<file path="src/rtl/tg_pkg.sv">
package tg_pkg;
    localparam int OC_W    = 5;
    localparam int EC_W    = 6;
    localparam int OFF_W   = 12;
    localparam int LVL_W   = 2;

    typedef enum logic [LVL_W-1:0] {
        LVL_USER   = 2'd0,
        LVL_KERNEL = 2'd1,
        LVL_HYP    = 2'd2,
        LVL_TOP    = 2'd3
    } level_e;

    localparam int OC_UNDEF    = 0;
    localparam int OC_TRAP_HYP = 1;
    localparam int OC_TRAP_TOP = 2;
    localparam int OC_REDIRECT = 3;
    localparam int OC_DIRECT   = 4;

    localparam logic [EC_W-1:0] EC_SYSREG = 6'h18;

    typedef struct packed {
        logic             vld;
        logic             wr;
        logic [OC_W-1:0]  oc;
        logic [EC_W-1:0]  ec;
        logic [OFF_W-1:0] off;
    } result_t;
endpackage

</file>
<file path="src/rtl/tg_lower_eval.sv">
// Outcome for requests from the user and kernel levels.
module tg_lower_eval
    import tg_pkg::*;
(
    input  logic             is_kernel,
    input  logic [1:0]       nest,
    input  logic             hyp_on,
    output logic [OC_W-1:0]  oc
);
    logic nv, nv2;
    assign nv  = nest[0];
    assign nv2 = nest[1];

    always_comb begin
        oc = '0;
        if (is_kernel && hyp_on && nv && nv2)
            oc[OC_REDIRECT] = 1'b1;
        else if (is_kernel && hyp_on && nv)
            oc[OC_TRAP_HYP] = 1'b1;
        else
            oc[OC_UNDEF] = 1'b1;
    end
endmodule

</file>
<file path="src/rtl/tg_upper_eval.sv">
// Outcome for requests from the hypervisor and top levels.
module tg_upper_eval
    import tg_pkg::*;
#(
    parameter bit HALT_FIRST = 1'b0
) (
    input  logic             is_hyp,
    input  logic             top_exists,
    input  logic             top_fgt_on,
    input  logic             dbg_halted,
    input  logic             sec_dbg_off,
    output logic [OC_W-1:0]  oc
);
    logic locked;
    logic top_trap;
    logic early_undef;

    assign locked   = dbg_halted && sec_dbg_off;
    assign top_trap = is_hyp && top_exists && !top_fgt_on;

    generate
        if (HALT_FIRST) begin : g_halt_first
            assign early_undef = is_hyp && locked;
        end else begin : g_halt_inner
            assign early_undef = 1'b0;
        end
    endgenerate

    always_comb begin
        oc = '0;
        if (early_undef)
            oc[OC_UNDEF] = 1'b1;
        else if (top_trap && locked)
            oc[OC_UNDEF] = 1'b1;
        else if (top_trap)
            oc[OC_TRAP_TOP] = 1'b1;
        else
            oc[OC_DIRECT] = 1'b1;
    end
endmodule

</file>
<file path="src/rtl/tg_encode.sv">
// Side fields that accompany the outcome.
module tg_encode
    import tg_pkg::*;
#(
    parameter logic [OFF_W-1:0] SLOT = 12'h1D0
) (
    input  logic [OC_W-1:0]  oc,
    output logic [EC_W-1:0]  ec,
    output logic [OFF_W-1:0] off
);
    always_comb begin
        ec  = (oc[OC_TRAP_HYP] || oc[OC_TRAP_TOP]) ? EC_SYSREG : '0;
        off = oc[OC_REDIRECT] ? SLOT : '0;
    end
endmodule

</file>
<file path="src/rtl/tg_access_guard.sv">
module tg_access_guard
    import tg_pkg::*;
#(
    parameter bit               HALT_FIRST = 1'b0,
    parameter logic [OFF_W-1:0] SLOT       = 12'h1D0
) (
    input  logic              clk,
    input  logic              rst_n,
    input  logic              req_valid,
    input  logic              req_write,
    input  logic [LVL_W-1:0]  req_level,
    input  logic [1:0]        nest_ctl,
    input  logic              hyp_on,
    input  logic              top_exists,
    input  logic              top_fgt_on,
    input  logic              dbg_halted,
    input  logic              sec_dbg_off,
    output logic              res_valid,
    output logic              res_write,
    output logic [OC_W-1:0]   res_outcome,
    output logic [EC_W-1:0]   res_class,
    output logic [OFF_W-1:0]  res_offset
);
    logic [OC_W-1:0]  lo_oc, hi_oc, sel_oc;
    logic [EC_W-1:0]  enc_ec;
    logic [OFF_W-1:0] enc_off;
    logic             is_upper;
    result_t          res_d, res_q;

    assign is_upper = req_level[1];

    tg_lower_eval u_lower (
        .is_kernel (req_level == LVL_KERNEL),
        .nest      (nest_ctl),
        .hyp_on    (hyp_on),
        .oc        (lo_oc)
    );

    tg_upper_eval #(.HALT_FIRST(HALT_FIRST)) u_upper (
        .is_hyp      (req_level == LVL_HYP),
        .top_exists  (top_exists),
        .top_fgt_on  (top_fgt_on),
        .dbg_halted  (dbg_halted),
        .sec_dbg_off (sec_dbg_off),
        .oc          (hi_oc)
    );

    assign sel_oc = is_upper ? hi_oc : lo_oc;

    tg_encode #(.SLOT(SLOT)) u_enc (
        .oc  (sel_oc),
        .ec  (enc_ec),
        .off (enc_off)
    );

    always_comb begin
        res_d = '0;
        if (req_valid) begin
            res_d.vld = 1'b1;
            res_d.wr  = req_write;
            res_d.oc  = sel_oc;
            res_d.ec  = enc_ec;
            res_d.off = enc_off;
        end
    end

    always_ff @(posedge clk or negedge rst_n) begin
        if (!rst_n) res_q <= '0;
        else        res_q <= res_d;
    end

    assign res_valid   = res_q.vld;
    assign res_write   = res_q.wr;
    assign res_outcome = res_q.oc;
    assign res_class   = res_q.ec;
    assign res_offset  = res_q.off;

    assert_onehot_R9: assert property (@(posedge clk) disable iff (!rst_n)
        res_valid |-> $countones(res_outcome) == 1);

    assert_idle_zero_R10: assert property (@(posedge clk) disable iff (!rst_n)
        !res_valid |-> (res_outcome == '0 && res_class == '0 && res_offset == '0));

    assert_trap_class_R3: assert property (@(posedge clk) disable iff (!rst_n)
        (res_outcome[OC_TRAP_HYP] || res_outcome[OC_TRAP_TOP]) |-> res_class == EC_SYSREG);

    assert_user_undef_R1: assert property (@(posedge clk) disable iff (!rst_n)
        (req_valid && req_level == LVL_USER) |=> res_outcome[OC_UNDEF]);

    assert_top_direct_R7: assert property (@(posedge clk) disable iff (!rst_n)
        (req_valid && req_level == LVL_TOP) |=> res_outcome[OC_DIRECT]);

    assert_redirect_slot_R2: assert property (@(posedge clk) disable iff (!rst_n)
        res_outcome[OC_REDIRECT] |-> res_offset == SLOT);
endmodule

</file>
<file path="config.mk">
export PLATFORM = sky130hd
export DESIGN_NAME = tg_access_guard
export DESIGN_NICKNAME = d
export VERILOG_FILES = /design/src/rtl/tg_pkg.sv /design/src/rtl/tg_lower_eval.sv /design/src/rtl/tg_upper_eval.sv /design/src/rtl/tg_encode.sv /design/src/rtl/tg_access_guard.sv
export SDC_FILE = /design/constraint.sdc
export NUM_CORES = 1
export LEC_CHECK = 0
export CORE_UTILIZATION = 26
export CTS_CLUSTER_DIAMETER = 50
export CTS_CLUSTER_SIZE = 12
export DETAILED_ROUTE_END_ITERATION = 7
export PLACE_DENSITY = 0.72
export SLEW_MARGIN = 15
export SYNTH_ARGS = -nofsm -noshare
export SYNTH_HDL_FRONTEND = slang
export SYNTH_SLANG_ARGS = --single-unit
export TNS_END_PERCENT = 30
</file>
<file path="constraint.sdc">
create_clock -name clk -period 0.8 [get_ports clk]
set_input_delay 0.16 -clock clk [delete_from_list [all_inputs] [get_ports clk]]
set_output_delay 0.16 -clock clk [all_outputs]
set_load 0.02 [all_outputs]
</file>
### Word-level counts from Yosys, hierarchy flattened

Index checks and enable logic that the tools add are counted.

| storage, ports and cells | value |
|---|---|
| output and inout bits | 25 |
| register bits | 25 |
| word-level logic and storage cells | 29 |
| input port bits | 13 |

| cells by class | value |
|---|---|
| mux-type cells | 13 |
| equal/unequal tests | 2 |
| reductions and logical operators | 9 |

Operator list:

| operator | count |
|---|---|
| two-way mux 25 bit | 1 |
| two-way mux 5 bit | 2 |
| two-way mux 9 bit | 1 |
| two-way mux 1 bit | 8 |
| logical AND 1 bit | 7 |
| == test 2 x 1 -> 1 bit, second input constant | 1 |
| == test 2 bit, second input constant | 1 |
| two-way mux 2 bit | 1 |
| zero test 1 bit | 1 |
| logical OR 1 bit | 1 |

### Depth between registers and ports, before layout

Gate-level depths: netlist (run 1).

| depth | value |
|---|---|
| depth in word-level cells | 9 |
| gate-level depth with buffers | 3 |
| mapped depth without buffers | 3 |

### Hierarchy

Synthesis (run 1) repeated with hierarchy kept, for this count alone.

| unflattened totals | value |
|---|---|
| cells, all modules | 91 |
| area, all modules | 1,121.1 um^2 |

Modules (own cells, without submodules):

| module | sequential area each (um^2) | times used | cells each | area an instance (um^2) |
|---|---|---|---|---|
| tg_access_guard | 625.6 | 1 | 59 | 885.8 |
| tg_encode | 0.0 | 1 | 19 | 137.6 |
| tg_upper_eval | 0.0 | 1 | 7 | 55.1 |
| tg_lower_eval | 0.0 | 1 | 6 | 42.5 |

### Worst setup path after synthesis (run 1)

OpenSTA, ideal clock, no wires.

| timing path | value |
|---|---|
| path kind | reg2out |
| start | register res_outcome[3] (netlist name) |
| end | output res_offset[6] |
| path slack | -25 ps |
| data required time | 640 ps |
| cell stages (with the launch flop) | 2 |
| buffers on the path | 1 |
| arrival | 665 ps |
| path through | dfrtp_1 buf_4 |

RTL lines:

| element | line | text |
|---|---|---|
| to (decl) | tg_access_guard.sv:22 | `output logic [OFF_W-1:0] res_offset` |

==> results of run 1 <==
## state kept, by name, summed over array words and instances, names as in the netlist
name and cells:
res_class 1, res_valid 1, res_outcome 5, res_write 1
## how the worst min path moves through the flow
| stage | startpoint | to | cells after the start |
|---|---|---|---|
| floorplan | rst_n | res_class[3]$_DFF_PN0_ | 0 |
| global placement | rst_n | res_valid$_DFF_PN0_ | 1 |
| detailed placement | rst_n | res_valid$_DFF_PN0_ | 1 |
| CTS | rst_n | res_class[3]$_DFF_PN0_ | 1 |
| global route | rst_n | res_outcome[0]$_DFF_PN0_ | 1 |
| finish | rst_n | res_class[3]$_DFF_PN0_ | 1 |
## power by group through the flow
stage	sequential [mW]	clock, mW	combinational, mW
2_1_floorplan	0.448	0	0.123
3_5_place_dp	0.430	0	0.210
5_1_grt	0.424	0.361	0.220
4_1_cts	0.422	0.343	0.201
3_3_place_gp	0.429	0	0.207
6_report	0.422	0.322	0.203
## final cells by class
| class | instances | area share, % |
|---|---|---|
| flip-flops and latches | 8 | 32.3 |
| repair buffers | 27 | 33.5 |
| well taps | 16 | 3.21 |
| clock buffers | 4 | 4.22 |
| inverters | 1 | 0.602 |
| multi-input cells | 26 | 26.1 |
## kinds of logic after synthesis
| group | after synthesis |
|---|---|
| buf+inv | 18 |
| flops | 8 |
| simple gates | 11 |
| compound gates | 3 |
| other cells | 1 |
## synth_stat cells, drive strengths merged
cell type and count:
dfrtp 8, a21oi 1, nand2b 1, buf 17, a41o 1, nor2 1
or2b 1, conb 1, nor3b 1, o21ai 1, nand2 2, and2 1
nand3 2, inv 1, nor3 2
## metal layers
layer  part of all wire, %  vias to the layer above
li1                      -                      153
met1                    30                      139
met2                    56                       26
met3                    13                        0
met4                     0                        0
met5                     0                        -
## metrics by stage
step,setup TNS (ns),area [um2]
after global routing,-2.77,623
after floorplan,0,467
after CTS,-2.40,602
after detailed placement,-6.22,624
final,-2.15,623
after global placement,-5.91,624
## timing repair
action                     4_1_cts  5_1_grt
cloned                           0        0
hold endpoints to repair         0        0
pin swaps                        1        4
setup endpoints to repair       19       20
gates resized for setup         57        6
==> impl_metrics.tcl, run 1 <==
set metrics [dict create \
    start_kind "flip-flop" \
    die_w_um 42.4 \
    dieArea_um2 1800 \
    synth_top_cell_area_share_pct 47.2 \
    cap_violations 0 \
    status "finished, violations left" \
    worst_slack_ns -0.190 \
    antenna_found_initial 0 \
    synth_simple_gate_area_share_pct 16.2 \
    fin_cells 82 \
    use_met3_pct 1.29 \
    synth_top_family_by_area "buffers and inverters" \
    setup_viol_count_final 16 \
    endpoint "res_offset[6]" \
    drt_first_pass_iters 1 \
    grt_pass1_vias 314 \
    worstPathArrival_ns 0.83 \
    grt_pass1_wl_um 1240 \
    drtIter0Drc 0 \
    cp_num_buf_inv 1 \
    dp.cells 78 \
    wl_per_cell_um 9.12 \
    yosys.area.top_type "dfrtp_1" \
    post-place-ws_ns -0.428 \
    intPower_mw 0.691 \
    yosys_warnings 0 \
    start_util_pct 28.2 \
    finalHoldViolCount 0 \
    cp_slowest_cell "dfrtp_2" \
    drive_above_1_share_pct 37.9 \
    cts_setup_buffers 0 \
    comb_power_share_pct 21.4 \
    seqPwrFrac_pct 44.6 \
    synthAdderAreaFrac_pct 0 \
    syn_inst 41 \
    crit_family "flip-flops" \
    clock_sinks 8 \
    final_nets 80 \
    synth_compound_area_share_pct 4.72 \
    cts_made_buffers 3 \
    hold_buffers 0 \
    clockRootBuffer "clkbuf_4" \
    via_per_inst 3.88 \
    synthTopCellsByArea "dfrtp_1 (47%), buf_4 (30%), nor3b_2 (2.9%)" \
    nFillCells 155 \
    coreArea_um2 1510 \
    wl_um 748 \
    final_cell_mix "conb_1 (12), buf_2 (12), clkdlybuf4s50_1 (8)" \
    postRouteAntennaNets 0 \
    pwr-share-clk_pct 34.0 \
    fin_crit_ns 0.990 \
    cts_tree "done" \
    io_pins 38 \
    ff_latch_area_um2 201 \
    crit_fanout 5 \
    leakagePower_nw 0.356 \
    max_stage_delay_ns 0.41 \
    netlist_area_um2 424 \
    end_kind "output port" \
    grt_overflow 0 \
    hpwl_um 630 \
    gp_congestion 0.775 \
    p_per_area_nw_per_um2 1520 \
    critPathRequiredTime_ns 0.64 \
    die_h_um 42.4 \
    top_usage_layer "met2" \
    clkTransAtPathRegs_ns 0.06 \
    whs_ns 0.177 \
    htreeDepth 1 \
    ys_types 16 \
    switching_power_mw 0.256 \
    fmax_mhz 1010 \
    syn_avg_cell_area_um2 10.3 \
    crit_start "res_outcome[3]$_DFF_PN0_" \
    synth_xor_xnor_area_share_pct 0 \
    rsz0062_at_grt "yes" \
    syn2layout_area_growth_pct 46.9 \
    synthMuxAreaShare_pct 0 \
    row_count 14 \
    cp_cell_sequence "buf_2" \
    multiInputGateArea_um2 163 \
    vias 318 \
    violations "negative setup slack" \
    grtUsageMet1_pct 8.45 \
    crit_type "flip-flop to output port" \
    hold_class "input port to async pin" \
    drc_errors 0 \
    gr-usage-met2_pct 17.8 \
    critical_path_depth 1 \
    p_total_mw 0.948 \
    peakVddDrop_mv 0.542 \
    ys_seq_elements 8 \
    yosysSeqAreaShare_pct 47.2 \
    grt_usage_pct 9.87 \
    clk_path_buf_depth 2 \
    port_buffers 25 \
    fin_crit_sh_pct 124 \
    sw_frac_of_total_pct 27.0 \
    drv_slew 0 \
    grt_max_degree 9 \
    final_util_pct 41.4 \
    antenna-diode-count 0 \
]
Note: power is estimated with default switching activity, not from simulation.
==> run 2, diff against run 1 <==
Settings changed: ABC_AREA set to 0, PLACE_DENSITY 0.72 to unset, PLACE_DENSITY_LB_ADDON set to 0.1.
==> impl_metrics.tcl, run 2 (same netlist as run 1, synthesis figures left out) <==
set metrics [dict create \
    gp_congestion 0.663 \
    grt_pass1_wl_um 1230 \
    clkTransAtPathRegs_ns 0.05 \
    start_kind "flip-flop" \
    fmax_mhz 1010 \
    critPathRequiredTime_ns 0.64 \
    dieArea_um2 1800 \
    final_cell_mix "conb_1 (12), buf_2 (12), dfrtp_1 (7)" \
    wl_met3_um 89 \
    crit_type "flip-flop to output port" \
    setup_viol_count_final 14 \
    final_nets 81 \
    hold_class "input port to flip-flop" \
    top_layer "met4" \
    peakVddDrop_mv 0.542 \
    leakagePower_nw 0.377 \
    status "finished, violations left" \
    grt_usage_pct 10.6 \
    drc_errors 0 \
    grt_overflow 0 \
    grt_max_degree 9 \
    via_per_inst 3.96 \
    hpwl_um 602 \
    clockRootBuffer "clkbuf_4" \
    post-place-ws_ns -0.437 \
    holdPathStages 3 \
    p_per_area_nw_per_um2 1520 \
    row_count 14 \
    cts_made_buffers 3 \
    rsz0062_at_grt "yes" \
    die_h_um 42.4 \
    finalHoldViolCount 0 \
    cap_violations 0 \
    dp.cells 79 \
    cp_cell_sequence "buf_2" \
    critical_path_depth 1 \
    drv_slew 0 \
    clock_sinks 8 \
    postPlaceCellArea_um2 644 \
    hold_start "hyp_on" \
    drive_above_1_share_pct 35.8 \
    fin_cells 83 \
    worst_slack_ns -0.194 \
    postRouteAntennaNets 0 \
    cts_setup_buffers 0 \
    grt_pass1_vias 298 \
    wl_met1_um 247 \
    end_kind "output port" \
    drtIter0Drc 1 \
    syn2layout_area_growth_pct 48.4 \
    met2WireLength_um 347 \
    io_pins 38 \
    coreArea_um2 1510 \
    fin_crit_ns 0.994 \
    whs_ns 0.213 \
    min_to "res_outcome[1]$_DFF_PN0_" \
    cp_slowest_cell "dfrtp_2" \
    crit_fanout 5 \
    largest_reg_flops 5 \
    antenna-diode-count 0 \
    violations "negative setup slack" \
    worstPathArrival_ns 0.83 \
    nFillCells 159 \
    antenna_found_initial 0 \
    die_w_um 42.4 \
    vias 329 \
    drt_first_pass_iters 2 \
    final_util_pct 41.8 \
    cts_tree "done" \
    crit_family "flip-flops" \
    clk_path_buf_depth 2 \
    wl_per_cell_um 8.89 \
    fin_crit_sh_pct 124 \
    max_stage_delay_ns 0.42 \
    cp_num_buf_inv 1 \
    htreeDepth 1 \
    port_buffers 25 \
    wl_um 738 \
    start_util_pct 28.2 \
    fin_area_um2 629 \
]
## run 2: metal layers
| metal | up-vias | track usage, % |
|---|---|---|
| met4 | 0 | 16.9 |
| met1 | 142 | 9.89 |
| met5 | - | 0 |
| met2 | 28 | 14.8 |
| met3 | 4 | 3.02 |
| li1 | 155 | - |
## run 2: stage by stage
step	power [mW]	TNS (ns)
finish	0.957	-1.97
global route	1.01	-2.47
CTS	0.973	-2.32
detailed placement	0.649	-6.27
global placement	0.650	-6.17
floorplan	0.571	0
## run 2: timing repair
item	in CTS	in global routing
pin swaps	1	1
endpoints found under the setup margin	19	18
hold buffers	0	0
gates resized for setup	58	5
## run 2: worst min-delay path, stage by stage
cell and delay, ns:
dlymetal6s2s_1 0.13, nand3_2 0.09, nor3_2 0.05
## run 2: area by class of cell
class                      instances  area (um2)  area share (%)
clock buffer                       4        26.3            4.17
inverter                           1        3.75           0.596
multi-input combinational         26         153            24.3
sequential                         8         201            32.0
tap                               16        20.0            3.18
timing repair buffer              28         225            35.8
## run 2: worst max path at each step
stage	end	slack, ns	start
detailed placement	res_outcome[0]$_DFF_PN0_	-0.44	req_valid
global placement	res_outcome[0]$_DFF_PN0_	-0.45	req_valid
floorplan	res_offset[6]	0.02	res_outcome[3]$_DFF_PN0_
global route	res_offset[4]	-0.24	res_outcome[3]$_DFF_PN0_
CTS	res_offset[7]	-0.21	res_outcome[3]$_DFF_PN0_
finish	res_offset[8]	-0.19	res_outcome[3]$_DFF_PN0_
## run 2: where the power goes
| group | total [mW] | internal [mW] | leakage (nW) | switching, mW |
|---|---|---|---|---|
| logic | 0.203 | 0.0849 | 0.257 | 0.119 |
| clock network | 0.332 | 0.191 | 0.0150 | 0.141 |
| registers | 0.422 | 0.418 | 0.104 | 0.00321 |
==> run 3, diff against run 2 <==
--- a/config.mk
+++ b/config.mk
@@ -8,3 +8,3 @@
 export ABC_AREA = 0
-export CORE_UTILIZATION = 26
+export CORE_UTILIZATION = 29
 export CTS_CLUSTER_DIAMETER = 50
@@ -13,2 +13,3 @@
 export PLACE_DENSITY_LB_ADDON = 0.1
+export SKIP_CTS_REPAIR_TIMING = 1
 export SLEW_MARGIN = 15
==> constraint.sdc (replaced) <==
create_clock -name clk -period 0.95 [get_ports clk]
set_input_delay 0.285 -clock clk [delete_from_list [all_inputs] [get_ports clk]]
set_output_delay 0.285 -clock clk [all_outputs]
set_load 0.02 [all_outputs]
==> impl_metrics.tcl, run 3 (same netlist as run 1, synthesis figures left out) <==
set metrics [dict create \
    post-place-ws_ns -0.402 \
    peakVddDrop_mv 0.454 \
    fmax_mhz 892 \
    clk_path_buf_depth 2 \
    wl_per_cell_um 9.17 \
    start_util_pct 31.8 \
    cp_cell_sequence "buf_2" \
    final_nets 81 \
    drc_errors 0 \
    end_kind "output port" \
    via_per_inst 3.94 \
    comb_power_share_pct 21.5 \
    intPower_mw 0.589 \
    status "finished, violations left" \
    die_w_um 40.2 \
    worstPathArrival_ns 0.84 \
    port_buffers 25 \
    grt_usage_pct 12.2 \
    wl_um 752 \
    vias 323 \
    pwr-share-clk_pct 34.4 \
    finalHoldViolCount 0 \
    whs_ns 0.348 \
    htreeDepth 1 \
    clock_sinks 8 \
    max_stage_delay_ns 0.42 \
    postRouteAntennaNets 0 \
    fin_area_um2 607 \
    postPlaceCellArea_um2 643 \
    clkTransAtPathRegs_ns 0.06 \
    dieArea_um2 1620 \
    cts_tree "done" \
    cap_violations 0 \
    antenna-diode-count 0 \
    p_per_area_nw_per_um2 1320 \
    cp_slowest_cell "dfrtp_2" \
    wl_met3_um 112 \
    grt_pass1_wl_um 1210 \
    leakagePower_nw 0.333 \
    start_kind "flip-flop" \
    fin_crit_sh_pct 118 \
    clockRootBuffer "clkbuf_4" \
    cp_num_buf_inv 1 \
    critPathRequiredTime_ns 0.66 \
    rsz0062_at_grt "yes" \
    violations "negative setup slack" \
    grt_pass1_vias 302 \
    hold_class "input port to async pin" \
    crit_family "flip-flops" \
    p_total_mw 0.804 \
    final_cell_mix "conb_1 (12), clkdlybuf4s50_1 (12), buf_2 (11)" \
    largest_reg_flops 5 \
    drive_above_1_share_pct 32.8 \
    gp_congestion 0.720 \
    fin_cells 82 \
    crit_type "flip-flop to output port" \
    hpwl_um 604 \
    io_pins 38 \
    drv_slew 0 \
    seqPwrFrac_pct 44.2 \
    grt_max_degree 9 \
    row_count 13 \
    final_util_pct 45.5 \
    die_h_um 40.2 \
    grt_overflow 0 \
    wl_met1_um 260 \
    syn2layout_area_growth_pct 43.1 \
    crit_start "res_outcome[3]$_DFF_PN0_" \
    coreArea_um2 1330 \
    met2WireLength_um 366 \
    setup_viol_count_final 17 \
    nFillCells 143 \
    top_layer "met4" \
    tns_ns -1.88 \
    antenna_found_initial 0 \
    sw_frac_of_total_pct 26.8 \
    drtIter0Drc 3 \
    dp.cells 78 \
    switching_power_mw 0.215 \
    drt_first_pass_iters 2 \
    fin_crit_ns 1.12 \
    crit_fanout 5 \
    worst_slack_ns -0.171 \
    cts_made_buffers 3 \
]
[run 3: per-layer routing]
layer | track usage (%) | vias to the layer above
li1 | - | 155
met3 | 3.33 | 2
met4 | 15.0 | 0
met2 | 18.1 | 25
met1 | 12.5 | 141
met5 | 0 | -
[run 3: area by class of cell]
class	instances	area (um2)	area share, %
clock buffers	4	26.3	4.33
inverters	1	3.75	0.619
multi-input cells	26	134	22.1
flip-flops and latches	8	201	33.2
well taps	15	18.8	3.09
repair buffers	28	223	36.7
[run 3: power groups by stage]
stage	Clock, mW	Combinational (mW)	Sequential, mW
finish	0.276	0.172	0.355
global route	0.309	0.189	0.356
CTS	0.288	0.187	0.356
detailed placement	0	0.187	0.362
global placement	0	0.186	0.362
floorplan	0	0.104	0.377
[run 3: path summary, 6_finish.rpt]
check                                           end  slack (ns)  cells past startpoint
worst max-delay path                  res_offset[7]       -0.17                      1
worst min-delay path       res_outcome[0]$_DFF_PN0_        0.35                      2
max in group asynchronous  res_outcome[3]$_DFF_PN0_        0.50                      2
min in group clk           res_outcome[3]$_DFF_PN0_        0.61                      3
